### src/rtl/segx_pkg.sv
package segx_pkg;
  localparam int EA_W          = 32;
  localparam int SEG_SEL_W     = 4;
  localparam int NSEG          = 1 << SEG_SEL_W;
  localparam int PAGE_BITS     = 12;
  localparam int VSID_W        = 24;
  localparam int PG_W          = EA_W - SEG_SEL_W - PAGE_BITS;
  localparam int API_SHIFT     = 10;
  localparam int TAG_SHIFT     = 7;
  localparam int GROUP_SHIFT   = 6;
  localparam int MIN_MASK_BITS = 10;
  localparam int SIZE_W        = 4;
  localparam int KIND_W        = 3;

  typedef enum logic [2:0] {
    FC_OK      = 3'd0,
    FC_MISS    = 3'd1,
    FC_PROT    = 3'd2,
    FC_NOEXEC  = 3'd3,
    FC_DSFAULT = 3'd4,
    FC_DSPASS  = 3'd5
  } faultClass_e;

  typedef enum logic [KIND_W-1:0] {
    AK_INT   = 3'd0,
    AK_FLOAT = 3'd1,
    AK_RESV  = 3'd2,
    AK_EXT   = 3'd3,
    AK_CACHE = 3'd4
  } accKind_e;

  typedef struct packed {
    logic              cap;
    faultClass_e       fClass;
    logic              ldMiss;
    logic              ldFault;
    logic              ldReal;
    logic [EA_W-1:0]   status;
    logic [EA_W-1:0]   synd;
  } strobe_t;
endpackage

### src/rtl/segx_ctrl.sv
module segx_ctrl
  import segx_pkg::*;
(
  input  logic              clk,
  input  logic              rstN,
  input  logic              reqValid,
  input  logic              reqFetch,
  input  logic              reqStore,
  input  logic [KIND_W-1:0] reqKind,
  input  logic              segT,
  input  logic              segN,
  input  logic              segKey,
  input  logic              tlbMiss,
  input  logic              tlbProt,
  output strobe_t           stb,
  output logic              doneValid
);
  localparam logic [EA_W-1:0] NOEXEC_CODE   = 32'h1000_0000;
  localparam logic [EA_W-1:0] PROT_LD_CODE  = 32'h0800_0000;
  localparam logic [EA_W-1:0] PROT_ST_CODE  = 32'h0A00_0000;
  localparam logic [EA_W-1:0] RESV_LD_CODE  = 32'h0400_0000;
  localparam logic [EA_W-1:0] RESV_ST_CODE  = 32'h0600_0000;
  localparam logic [EA_W-1:0] EXT_LD_CODE   = 32'h0410_0000;
  localparam logic [EA_W-1:0] EXT_ST_CODE   = 32'h0610_0000;

  logic            isStore;
  logic [EA_W-1:0] protStatus;

  assign isStore    = reqStore & ~reqFetch;
  assign protStatus = isStore ? PROT_ST_CODE : PROT_LD_CODE;

  always_comb begin
    stb        = '0;
    stb.fClass = FC_OK;
    stb.cap    = reqValid;
    if (!segT) begin
      if (reqFetch && segN) begin
        stb.fClass  = FC_NOEXEC;
        stb.synd    = NOEXEC_CODE;
        stb.ldFault = 1'b1;
      end else if (tlbMiss) begin
        stb.fClass  = FC_MISS;
        stb.ldMiss  = 1'b1;
        stb.ldFault = 1'b1;
        stb.synd    = {12'd0, segKey, reqFetch, 1'b0, isStore, 16'd0};
      end else if (tlbProt) begin
        stb.fClass  = FC_PROT;
        stb.ldFault = 1'b1;
        if (reqFetch) stb.synd   = PROT_LD_CODE;
        else          stb.status = protStatus;
      end
    end else if (reqFetch) begin
      stb.fClass  = FC_DSFAULT;
      stb.synd    = NOEXEC_CODE;
      stb.ldFault = 1'b1;
    end else begin
      case (reqKind)
        AK_CACHE: begin
          stb.fClass = FC_DSPASS;
          stb.ldReal = 1'b1;
        end
        AK_FLOAT: begin
          stb.fClass  = FC_DSFAULT;
          stb.ldFault = 1'b1;
        end
        AK_RESV: begin
          stb.fClass  = FC_DSFAULT;
          stb.ldFault = 1'b1;
          stb.status  = isStore ? RESV_ST_CODE : RESV_LD_CODE;
        end
        AK_EXT: begin
          stb.fClass  = FC_DSFAULT;
          stb.ldFault = 1'b1;
          stb.status  = isStore ? EXT_ST_CODE : EXT_LD_CODE;
        end
        default: begin
          if (isStore == segKey) begin
            stb.fClass = FC_DSPASS;
            stb.ldReal = 1'b1;
          end else begin
            stb.fClass  = FC_PROT;
            stb.ldFault = 1'b1;
            stb.status  = protStatus;
          end
        end
      endcase
    end
  end

  always_ff @(posedge clk) begin
    if (!rstN) doneValid <= 1'b0;
    else       doneValid <= reqValid;
  end
endmodule

### src/rtl/segx_dpath.sv
module segx_dpath
  import segx_pkg::*;
(
  input  logic                 clk,
  input  logic                 rstN,
  input  logic                 srWrEn,
  input  logic [SEG_SEL_W-1:0] srWrIdx,
  input  logic [EA_W-1:0]      srWrData,
  input  logic                 cfgWrEn,
  input  logic [EA_W-1:0]      cfgBase,
  input  logic [SIZE_W-1:0]    cfgSize,
  input  logic [EA_W-1:0]      reqAddr,
  input  logic                 reqUser,
  input  strobe_t              stb,
  output logic                 segT,
  output logic                 segN,
  output logic                 segKey,
  output logic [VSID_W-1:0]    srchHash,
  output logic [PG_W-1:0]      srchPgIdx,
  output logic [EA_W-1:0]      srchTag,
  output faultClass_e          faultClass,
  output logic [EA_W-1:0]      faultAddr,
  output logic [EA_W-1:0]      cmpReg,
  output logic [EA_W-1:0]      hashAddr1,
  output logic [EA_W-1:0]      hashAddr2,
  output logic [EA_W-1:0]      statusWord,
  output logic [EA_W-1:0]      syndFlags,
  output logic [EA_W-1:0]      realAddr
);
  localparam int PAD_W = EA_W - VSID_W;

  logic [EA_W-1:0]   srFile [NSEG];
  logic [EA_W-1:0]   cfgBaseR;
  logic [SIZE_W-1:0] cfgSizeR;
  logic [EA_W-1:0]   curSr;
  logic [VSID_W-1:0] vsid;
  logic [VSID_W-1:0] hashMask;
  logic [5:0]        maskBits;
  logic [EA_W-1:0]   grpOff1;
  logic [EA_W-1:0]   grpOff2;
  logic              unusedSrBits;

  assign curSr        = srFile[reqAddr[EA_W-1 -: SEG_SEL_W]];
  assign segT         = curSr[31];
  assign segKey       = reqUser ? curSr[29] : curSr[30];
  assign segN         = curSr[28];
  assign vsid         = curSr[VSID_W-1:0];
  assign unusedSrBits = ^curSr[27:VSID_W];

  assign srchPgIdx = reqAddr[EA_W-SEG_SEL_W-1:PAGE_BITS];
  assign srchHash  = vsid ^ {{(VSID_W-PG_W){1'b0}}, srchPgIdx};
  assign srchTag   = ({{PAD_W{1'b0}}, vsid} << TAG_SHIFT) |
                     {{(EA_W-PG_W){1'b0}}, srchPgIdx >> API_SHIFT};

  always_comb begin
    maskBits = 6'(MIN_MASK_BITS) + {2'b00, cfgSizeR};
    if (maskBits >= 6'(VSID_W)) hashMask = '1;
    else                        hashMask = VSID_W'((32'd1 << maskBits) - 32'd1);
  end

  assign grpOff1 = {{PAD_W{1'b0}}, srchHash & hashMask} << GROUP_SHIFT;
  assign grpOff2 = {{PAD_W{1'b0}}, ~srchHash & hashMask} << GROUP_SHIFT;

  always_ff @(posedge clk) begin
    if (!rstN) begin
      for (int i = 0; i < NSEG; i++) srFile[i] <= '0;
      cfgBaseR <= '0;
      cfgSizeR <= '0;
    end else begin
      if (srWrEn) srFile[srWrIdx] <= srWrData;
      if (cfgWrEn) begin
        cfgBaseR <= cfgBase;
        cfgSizeR <= cfgSize;
      end
    end
  end

  always_ff @(posedge clk) begin
    if (!rstN) begin
      faultClass <= FC_OK;
      faultAddr  <= '0;
      cmpReg     <= '0;
      hashAddr1  <= '0;
      hashAddr2  <= '0;
      statusWord <= '0;
      syndFlags  <= '0;
      realAddr   <= '0;
    end else if (stb.cap) begin
      faultClass <= stb.fClass;
      faultAddr  <= stb.ldFault ? reqAddr : '0;
      cmpReg     <= stb.ldMiss ? (srchTag | 32'h8000_0000) : '0;
      hashAddr1  <= stb.ldMiss ? (cfgBaseR + grpOff1) : '0;
      hashAddr2  <= stb.ldMiss ? (cfgBaseR + grpOff2) : '0;
      statusWord <= stb.status;
      syndFlags  <= stb.synd;
      realAddr   <= stb.ldReal ? reqAddr : '0;
    end
  end
endmodule

### src/rtl/segx_top.sv
module segx_top
  import segx_pkg::*;
(
  input  logic                 clk,
  input  logic                 rstN,
  input  logic                 srWrEn,
  input  logic [SEG_SEL_W-1:0] srWrIdx,
  input  logic [EA_W-1:0]      srWrData,
  input  logic                 cfgWrEn,
  input  logic [EA_W-1:0]      cfgBase,
  input  logic [SIZE_W-1:0]    cfgSize,
  input  logic                 reqValid,
  input  logic [EA_W-1:0]      reqAddr,
  input  logic                 reqFetch,
  input  logic                 reqStore,
  input  logic                 reqUser,
  input  logic [KIND_W-1:0]    reqKind,
  output logic [VSID_W-1:0]    srchHash,
  output logic [PG_W-1:0]      srchPgIdx,
  output logic [EA_W-1:0]      srchTag,
  input  logic                 tlbMiss,
  input  logic                 tlbProt,
  output logic                 doneValid,
  output logic [2:0]           faultClass,
  output logic [EA_W-1:0]      faultAddr,
  output logic [EA_W-1:0]      cmpReg,
  output logic [EA_W-1:0]      hashAddr1,
  output logic [EA_W-1:0]      hashAddr2,
  output logic [EA_W-1:0]      statusWord,
  output logic [EA_W-1:0]      syndFlags,
  output logic [EA_W-1:0]      realAddr
);
  strobe_t     stb;
  logic        segT;
  logic        segN;
  logic        segKey;
  faultClass_e fClassQ;

  segx_ctrl u_ctrl (
    .clk       (clk),
    .rstN      (rstN),
    .reqValid  (reqValid),
    .reqFetch  (reqFetch),
    .reqStore  (reqStore),
    .reqKind   (reqKind),
    .segT      (segT),
    .segN      (segN),
    .segKey    (segKey),
    .tlbMiss   (tlbMiss),
    .tlbProt   (tlbProt),
    .stb       (stb),
    .doneValid (doneValid)
  );

  segx_dpath u_dpath (
    .clk        (clk),
    .rstN       (rstN),
    .srWrEn     (srWrEn),
    .srWrIdx    (srWrIdx),
    .srWrData   (srWrData),
    .cfgWrEn    (cfgWrEn),
    .cfgBase    (cfgBase),
    .cfgSize    (cfgSize),
    .reqAddr    (reqAddr),
    .reqUser    (reqUser),
    .stb        (stb),
    .segT       (segT),
    .segN       (segN),
    .segKey     (segKey),
    .srchHash   (srchHash),
    .srchPgIdx  (srchPgIdx),
    .srchTag    (srchTag),
    .faultClass (fClassQ),
    .faultAddr  (faultAddr),
    .cmpReg     (cmpReg),
    .hashAddr1  (hashAddr1),
    .hashAddr2  (hashAddr2),
    .statusWord (statusWord),
    .syndFlags  (syndFlags),
    .realAddr   (realAddr)
  );

  assign faultClass = fClassQ;
endmodule

### config.mk
export PLATFORM = sky130hd
export DESIGN_NAME = segx_top
export DESIGN_NICKNAME = d
export VERILOG_FILES = /design/src/rtl/segx_pkg.sv /design/src/rtl/segx_ctrl.sv /design/src/rtl/segx_dpath.sv /design/src/rtl/segx_top.sv
export SDC_FILE = /design/constraint.sdc
export NUM_CORES = 1
export LEC_CHECK = 0
export ABC_AREA = 1
export CAP_MARGIN = 15
export CORE_MARGIN = 3
export CORE_UTILIZATION = 50
export DETAILED_ROUTE_END_ITERATION = 6
export PLACE_DENSITY_LB_ADDON = 0.2
export SETUP_SLACK_MARGIN = 0.15
export SYNTH_ARGS = -nofsm -noshare
export SYNTH_HDL_FRONTEND = slang
export SYNTH_SLANG_ARGS = --single-unit
### constraint.sdc
create_clock -name clk -period 3.8 [get_ports clk]
set_input_delay 0.76 -clock clk [delete_from_list [all_inputs] [get_ports clk]]
set_output_delay 0.76 -clock clk [all_outputs]
set_load 0.1 [all_outputs]
==> After elaboration in Yosys (flattened, before gate mapping) <==
Memory sizes are Yosys's and may differ from the RTL's.
Cells that the tools add are included.
{ "op_classes": {"add_sub_neg": 4, "multipliers": 0, "div_mod_pow": 0, "magnitude_cmp": 1, "n_eq_ne": 5, "n_shift": 1, "mux": 49, "bitwise": 7, "reduce_logical": 4} }
{ "ops": {"columns": ["operator", "count"], "rows": [
  ["two-way mux 32 bit", 12],
  ["two-way mux 64 bit", 2],
  ["one-hot mux 32 bit (3 select lines)", 1],
  ["two-way mux 26 bit", 3],
  ["adder 32 x 30 -> 32 bit", 2],
  ["bitwise AND 24 bit", 2],
  ["two-way mux 33 bit", 1],
  ["OR reduction 32 bit", 1],
  ["OR 31 x 6 -> 31 bit", 1],
  ["two-way mux 29 bit", 1],
  ["two-way mux 28 bit", 1],
  ["two-way mux 24 bit", 1],
  ["NOT 24 bit", 1],
  ["<< shifter 1 x 6 -> 24 bit, first input constant", 1],
  ["subtractor 24 x 1 -> 24 bit, second input constant", 1],
  ["bitwise XOR 24 x 16 -> 24 bit", 1],
  ["two-way mux 1 bit", 17],
  ["two-way mux 3 bit", 5],
  ["== test 3 x 2 -> 1 bit, second input constant", 2],
  ["greater-or-equal comparator 6 x 5 -> 1 bit, second input constant", 1],
  ["one-hot mux 3 bit (2 select lines)", 1],
  ["adder 4 x 4 -> 5 bit, first input constant", 1],
  ["two-way mux 4 bit", 1],
  ["one-hot mux 1 bit (2 select lines)", 2],
  ["other kinds (9)", 9]
]} }
{ "totals": {"ff_bits": 264, "latch_bits": 0, "mem_bits_rw": 512, "rom_bits": 0, "input_bits": 117, "out_inout_bits": 300, "wordCells": 83, "n_memories": 1} }
{ "memory_table": {"columns": ["name", "depth", "word_bits", "rd", "rd_clocked_by_memory_dff", "wr", "line_no", "source"], "rows": [
  ["u_dpath.srFile", 16, 32, 1, 0, 16, "segx_dpath.sv:32", "logic [EA_W-1:0] srFile [NSEG];"]
]} }

==> Longest topological paths before layout <==
Gate-level depths: netlist (run 1).
{ "depth": {"depth_word": 8, "ltp_mapped": 28} }

==> By module <==
Synthesis (run 1) repeated with hierarchy kept, for this count alone.
{ "hier_totals": {"hier_cells": 4071, "area_unflattened_um2": 33987.6} }
{ "by_module_without_submodules": {"columns": ["module", "instances", "cells_per_inst", "area_each_um2"], "rows": [
  ["segx_dpath", 1, 3956, 33284.4],
  ["segx_ctrl", 1, 115, 703.2]
]} }

==> Worst setup path after synthesis (run 1) <==
OpenSTA, ideal clock, no wires.
{ "synth_timing": {"kind": "input port to flip-flop", "startpoint": "input port reqAddr[28]", "endpoint": "register u_dpath.hashAddr2[22]", "setup_ps": 70, "arrival_ps": 5585, "required_ps": 3730, "slack_ps": -1855, "cell_stages": 20, "path_buffers": 4, "cell_sequence": "buf_6 -> buf_6 -> buf_4 -> buf_4 -> o21ai_0 -> o211ai_1 -> nand3_1 -> nand2_1 -> xor2_1 -> nor2_1 -> ha_1 -> fa_1 -> nand2_1 -> nand3_1 -> nand3_1 -> nand2_1 -> a21oi_1 -> xnor2_1 -> nand3_1 -> a21oi_1"} }
{ "synth_between": {"elab_chain_cells": 6, "word_cells_on_any_way": 9, "classes_between": "add/sub (1); mux (3); bitwise (3); reduce/logical (1); memory (1)"} }
{ "synth_rtl": {"columns": ["element", "line_no", "source"], "rows": [
  ["start, declared", "segx_top.sv:13", "input logic [EA_W-1:0] reqAddr,"],
  ["memory read (16 x 32 bit)", null, null],
  ["bitwise XOR 24 x 16 -> 24 bit", "segx_dpath.sv:51", "assign srchHash = vsid ^ {{(VSID_W-PG_W){1'b0}}, srchPgIdx};"],
  ["named net srchHash[0]", "segx_top.sv:18", "output logic [VSID_W-1:0] srchHash,"],
  ["NOT 24 bit", "segx_dpath.sv:62", "assign grpOff2 = {{PAD_W{1'b0}}, ~srchHash & hashMask} << GROUP_SHIFT;"],
  ["bitwise AND 24 bit", "segx_dpath.sv:62", null],
  ["adder 32 x 30 -> 32 bit", "segx_dpath.sv:93", "hashAddr2 <= stb.ldMiss ? (cfgBaseR + grpOff2) : '0;"],
  ["two-way mux 32 bit", "segx_dpath.sv:93", null],
  ["end signal, assigned", "segx_dpath.sv:93", null],
  ["end, declared", "segx_dpath.sv:25", "output logic [EA_W-1:0] hashAddr2,"]
]} }
The timed path passes the listed nets, and every way through them passes these cells.
A chain may end at the register's enable or synchronous reset.

==> Worst setup path after layout (run 1) <==
{ "layout_timing": {"startpoint": "register u_dpath.cfgSizeR[2]", "endpoint": "register u_dpath.hashAddr2[17]"} }
{ "layout_between": {"elab_chain_cells": 7, "word_cells_on_any_way": 8, "classes_between": "add/sub (3); order compare (1); shift (1); mux (2); bitwise (1)"} }
{ "layout_rtl": {"columns": ["element", "line_no", "source"], "rows": [
  ["start, declared", "segx_dpath.sv:34", "logic [SIZE_W-1:0] cfgSizeR;"],
  ["start signal, assigned", "segx_dpath.sv:73", "cfgSizeR <= cfgSize;"],
  ["adder 4 x 4 -> 5 bit *", "segx_dpath.sv:56", "maskBits = 6'(MIN_MASK_BITS) + {2'b00, cfgSizeR};"],
  ["<< shifter 1 x 6 -> 24 bit", "segx_dpath.sv:58", "else hashMask = VSID_W'((32'd1 << maskBits) - 32'd1);"],
  ["subtractor 24 x 1 -> 24 bit", "segx_dpath.sv:58", null],
  ["two-way mux 24 bit *", "segx_dpath.sv:57", "if (maskBits >= 6'(VSID_W)) hashMask = '1;"],
  ["bitwise AND 24 bit *", "segx_dpath.sv:62", null],
  ["adder 32 x 30 -> 32 bit *", "segx_dpath.sv:93", null],
  ["two-way mux 32 bit *", "segx_dpath.sv:93", null]
]} }
Mark *: on every way between the ends. The rest lies on a longest branch, timed or not.

==> results.toml, run 1 <==
[outcome]
status = "complete, no violations"

[logic_synthesis]
synthFlopType = "edfxtp_1"
synth_cell_types = 42
synth_area_leaders = "edfxtp_1, dfxtp_1, nor2_1, nand2_1, nand3_1"
async_flop_share_pct = 0
yosysWarningCount = 0
syn_inst = 3875
synth_xor_xnor_area_share_pct = 1.21
netlist_area_um2 = 32500
synth_top_family_by_area = "simple AND/OR/NAND/NOR gates"
synth_top_area_cell = "edfxtp_1"
synthAdderAreaFrac_pct = 2.08
synth-simple-area-share_pct = 24.1
syn_avg_cell_area_um2 = 8.40
synthMuxAreaShare_pct = 0
synth_edf_count = 448
yosys.area.top_type_share_pct = 41.3
ys_seq_area_share_pct = 53.8
synth_seq_cells = 650
synth_compound_area_share_pct = 9.80

[clock_tree]
clock_latency_ps = 630
h-tree-depth = 3
clock_path_buffers = 3
cts_buffers = 71
clkSinkCount = 650
cts_tree = "built"
clk_pin_slew_worst_paths_ps = 60
cts.root.buffer_cell = "clkbuf_16"

[drt]
m1WireLength_um = 43900
routed.top_layer = "met5"
vias = 29254
wl_um = 115000
antenna_left = 0
drt_iter0_drc = 3037
drc = 0
via_per_inst = 5.58
routed-wl-met3_um = 10500
wl_met2_um = 54100
drt-pass1-iter-count = 6
detail_route.wl_per_cell_um = 21.9

[worst_setup_path]
cp.arrival_ps = 4030
reg2reg_to = "u_dpath.hashAddr2[17]"
cp-end-kind = "flop"
cp_max_fo = 5
required_ps = 4340
r2r_cells = 17
r2r_start = "u_dpath.cfgSizeR[2]"
crit_type = "reg2reg"
worst_setup_path_start_kind = "flop"
reg2reg_slack_ps = 310

[cells_and_area]
final_layout_size_suffix_gt1_share_pct = 16.5
utilization_pct = 66.5
final_nets = 4513
syn_to_final_growth_pct = 30.2

[floorplan]
rows = 92
fp.dieW_um = 261
initial_utilization_pct = 51.0
die-area_um2 = 68200
io_pins = 417
die_y_um = 261
design.core.area_um2 = 63800

[global_routing]
antenna_found_initial = 4
grt_remaining_overflow = 0
grt_pass1_vias = 27523
grt_max_degree = 86
grt_usage_pct = 32.6
grt_pass1_wl_um = 167000

[sta]
rsz0062_at_grt = "false"
fmax_ghz = 0.286
finalSetupTns_ps = 0
fin_crit_ps = 3490
worst_pin_slew_ps = 1070
min_period_over_period_pct = 91.9
hold_viol = 0
setup_viol = 0
slew_headroom_pct = 28.7
final.setup_skew_ps = 19.2
final-max-slew-violation-count = 0

[flow_run]
cap_violations = 0

[power_and_ir_drop]
irDropWorstVdd_mv = 0.358
power.density_nw_per_um2 = 475
p_leak_nw = 17.3

[place]
dpl.hpwl_um = 78800
gp_congestion = 0.942
port_buffers = 354

[worst_hold_path]
whs_path_depth = 2
hold_path_class = "reg2reg"
holdPathEnd = "u_dpath.cmpReg[29]"
min_from = "u_dpath.cmpReg[29]"
-- cells in the mapped netlist (5+ instances only) --
master    number
xnor2_1       12
clkbuf_1     146
buf_4        113
inv_1        275
o21ai_0      242
nand2_1      692
a21oi_1      216
buf_2         37
nor2_1       876
edfxtp_1     448
nand3b_1       5
dfxtp_1      202
o211ai_1      44
buf_6         17
o221ai_1      52
and2_1        14
nand3_1      256
nand2_2        7
nand4_1       48
nor2b_1        7
buf_1         29
or2_2          6
ha_1          51
nor3_1        18
xor2_1        31
inv_2          5
-- layer usage --
layer / vias up / track usage (%)
met5: - / 0
met4: 4 / 15.8
met3: 304 / 5.66
met2: 1462 / 53.5
met1: 13866 / 42.1
li1: 13618 / -
-- logic make-up (layout without fill, tap and decap cells) --
logic type,after synthesis,after routing
simple gates,1932,1932
compound gates,569,569
buf+inv,626,1092
fa+ha+maj,53,53
xor+xnor,44,44
flops,650,650
other cells,1,59
-- worst max-delay path, cell delays in order, from the launching register on --
cell and delay, ps:
dfxtp_4 360, ha_4 260, nor3_2 240, nand2_2 140
ha_4 180, inv_1 60, nor2_2 40, buf_4 140
nor3_1 410, nor2_1 110, ha_1 400, or2_4 290
nand3_2 80, nand2_2 100, a21oi_2 150, xnor2_1 200
nand3_1 110, a21oi_1 130
-- power by group --
group / switching, mW / internal, mW
Clock: 2.92 / 3.90
Sequential: 0.151 / 7.93
Combinational: 3.56 / 1.68
Total: 6.63 / 13.5
-- metrics by stage --
step	hold WS (ps)	cells	worst slack, ps	area (µm²)	power, mW
3_3_place_gp	451	5113	-34.4	39800	13.3
3_5_place_dp	454	5113	-85.1	39800	13.3
5_1_grt	477	5244	130	42400	20.8
4_1_cts	463	5241	160	42100	20.1
6_report	462	5245	308	42400	20.1
2_1_floorplan	453	3932	-253	33800	11.5
-- final cells by class --
cell class | count | area [µm²]
well taps | 846 | 1060
clock buffers | 90 | 1960
fillers | 5211 | 21400
multi-input cells | 2656 | 13600
clock inverters | 38 | 324
flip-flops and latches | 650 | 17500
diodes | 1 | 2.50
repair buffers | 680 | 6820
inverters | 284 | 1080
-- state kept, by name, summed over array words and instances, names as in the netlist, 4 cells and up --
signal              cells
u_dpath.cfgBaseR       32
u_dpath.cfgSizeR        4
u_dpath.cmpReg         31
u_dpath.faultAddr      32
u_dpath.hashAddr1      26
u_dpath.hashAddr2      32
u_dpath.realAddr       32
u_dpath.srFile        448
u_dpath.statusWord      4
u_dpath.syndFlags       5
-- repair_timing --
action,4_1_cts,5_1_grt
hold buffers,0,0
pin swaps,5,19
setup endpoints to repair,31,39
gates resized for setup,14,70
buffers inserted,0,3
-- placed cells by master (no fill, tap or decap), drive strengths merged, types with 7 or more instances in the layout --
cell type and count:
inv 286, nand2 699, nor2 877, o221ai 52, o21ai 246, nor3 18, o211ai 44, nand3 256
xnor2 12, dfxtp 202, xor2 32, and2 14, clkdlybuf4s50 278, a21oi 218, nand4 48, edfxtp 448
nor2b 7, clkinv 30, buf 402, conb 58, ha 51, clkbuf 90
-- worst max path at each step --
| stage | startpoint | to | slack (ps) |
|---|---|---|---|
| after floorplan | reqAddr[28] | u_dpath.hashAddr2[20] | -250 |
| after global placement | reqAddr[28] | u_dpath.hashAddr1[16] | -30 |
| after detailed placement | reqAddr[28] | u_dpath.hashAddr1[21] | -90 |
| after CTS | u_dpath.cfgSizeR[2] | u_dpath.hashAddr2[21] | 160 |
| after global routing | u_dpath.cfgSizeR[2] | u_dpath.hashAddr1[23] | 130 |
| final | u_dpath.cfgSizeR[2] | u_dpath.hashAddr2[17] | 310 |
Power figures use the tool's default switching activity.
==> run 2: changes to the inputs <==
Settings changed: CORE_UTILIZATION 50 to 40.
==> run 2 against run 1 <==
Against the previous run:
- total power is 0.92% higher
- largest power group unchanged
- via count shrank 1.5%
- count of clock-buffer cells in the layout grew 5
- cell count is 4.1% higher
- clock power rose by 1%
- fmax up 1.7%
- design area up 1.0%
- combinational power increased by 2%
- worst hold slack improved by 0.81 ps
- critical path depth up 2
==> results.toml, run 2 (synthesis gave the netlist of run 1 again) <==
[outcome]
status = "complete, no violations"

[place]
dp.cells = 5328
port_buffers = 354
gp_congestion = 0.948
dpl.hpwl_um = 83800

[sta]
finalSetupTns_ps = 0
rsz0062_at_grt = "true"
min_period_over_period_pct = 90.4
final.setup_skew_ps = 42.9
slew_headroom_pct = 26.8
worst_pin_slew_ps = 1090
hold_viol = 0
setup_viol = 0
fmax_ghz = 0.291
final-max-slew-violation-count = 0
fin_crit_ps = 3430

[floorplan]
initial_utilization_pct = 40.8
die_y_um = 291
rows = 103
design.core.area_um2 = 79800
fp.dieW_um = 291
die-area_um2 = 84800
io_pins = 417

[cells_and_area]
largest_register_ffs = 448
layout_common_cells = "nor2_1, nand2_1, edfxtp_1, buf_4, clkdlybuf4s50_1"
final_layout_size_suffix_gt1_share_pct = 17.0
final_nets = 4527
instances_no_fill = 5460
syn_to_final_growth_pct = 31.6
layout_commonest_cell = "nor2_1"
top_register = "u_dpath.srFile"

[global_routing]
grt_max_degree = 73
grt_remaining_overflow = 0
grt_pass1_vias = 27391
antenna_found_initial = 2
grt_usage_pct = 27.6
grt_pass1_wl_um = 176000

[drt]
detail_route.wl_per_cell_um = 22.2
drt_iter0_drc = 2499
drc = 0
wl_um = 121000
drt-pass1-iter-count = 5
via_per_inst = 5.28
antenna_left = 0
vias = 28824

[power_and_ir_drop]
clkPwrFrac_pct = 33.9
irDropWorstVdd_mv = 0.373
power.density_nw_per_um2 = 474
switchingPower_mw = 6.70
comb_power_share_pct = 26.3
p_leak_nw = 17.4
intPower_mw = 13.6
seq_power_share_pct = 39.8
switching_share_pct = 33.0

[clock_tree]
clock_latency_ps = 630
cts_tree = "built"
clk_pin_slew_worst_paths_ps = 60
cts_buffers = 72
cts.root.buffer_cell = "clkbuf_16"
clock_path_buffers = 3
ctsHoldBuffers = 0
h-tree-depth = 3
clkSinkCount = 650

[flow_run]
cap_violations = 0

[worst_setup_path]
r2r_cells = 25
cp-end-kind = "flop"
cp_max_fo = 18
crit_type = "in2reg"
cp.arrival_ps = 3980
worst_setup_path_start_kind = "input port"
required_ps = 4340

[worst_hold_path]
hold_path_class = "reg2reg"
whs_path_depth = 2
run 2: cell count changes in the layout (fill, tap and decap cells not counted), moves of 3 or more:
cell,previous run,this run
a21oi_1,198,194
a21oi_2,18,23
buf_12,81,84
buf_4,314,331
clkbuf_1,12,15
clkdlybuf4s50_1,278,272
clkinv_2,15,10
run 2: routing by layer:
layer  up-vias  wire length [µm]  share of wire (%)  track usage [%]
met5         -                 0                  0                0
met4         0              4760                3.9             9.74
met3       229              9460                7.8             4.72
met2      1206             57900                 48             46.0
met1     13739             49200                 41             36.4
li1      13650                 -                  -                -
run 2: critical path: stages:
cell and delay (ps):
buf_4 180, inv_4 210, buf_12 200, o21ai_0 120, o221ai_1 220, nand3_2 190, nand2_8 150, xor2_4 250
nor2_1 140, ha_1 380, nand2_1 110, inv_1 90, nand2_1 90, buf_4 150, nor2_1 140, nand3_1 110
nand4_1 100, nand4_1 200, a21oi_1 190
run 2: what timing repair did:
item / CTS / global route
gates resized for setup: 20 / 75
hold endpoints to repair: 0 / 0
gates cloned: 0 / 0
setup endpoints to repair: 38 / 42
pin swaps: 2 / 25
setup buffers: 1 / 4
run 2: cell type report:
class / instances / area (µm²)
clock inverter: 31 / 285
inverter: 284 / 1090
fill: 7464 / 36900
clock buffer: 95 / 2010
tap: 1050 / 1310
antenna: 1 / 2.50
timing repair buffer: 693 / 6930
multi-input combinational: 2656 / 13700
sequential: 650 / 17500
run 2: stage by stage:
step	setup slack (ps)	total power [mW]	util (%)	hold WS [ps]	instance area, µm²
6_report	366	20.3	53.7	462	42800
3_5_place_dp	-117	13.5	50.3	454	40100
2_1_floorplan	-253	11.5	-	453	33800
3_3_place_gp	-96.0	13.4	50.3	452	40100
4_1_cts	183	20.3	53.3	464	42500
5_1_grt	124	21.0	53.7	476	42800
run 2: power by group through the flow:
stage	Sequential [mW]	Clock, mW	Combinational, mW
6_report	8.09	6.89	5.34
5_1_grt	8.12	7.24	5.64
4_1_cts	8.08	6.99	5.27
3_5_place_dp	8.23	0	5.23
3_3_place_gp	8.22	0	5.21
2_1_floorplan	8.68	0	2.79
run 2: path summary, 6_finish.rpt:
kind / from / endpoint / slack, ps
hold reg to reg: u_dpath.realAddr[20] / u_dpath.realAddr[20] / 460
hold / removal: u_dpath.realAddr[20] / u_dpath.realAddr[20] / 460
setup / recovery: reqAddr[29] / u_dpath.hashAddr2[24] / 370
setup reg to reg: u_dpath.cfgSizeR[1] / u_dpath.hashAddr2[24] / 370
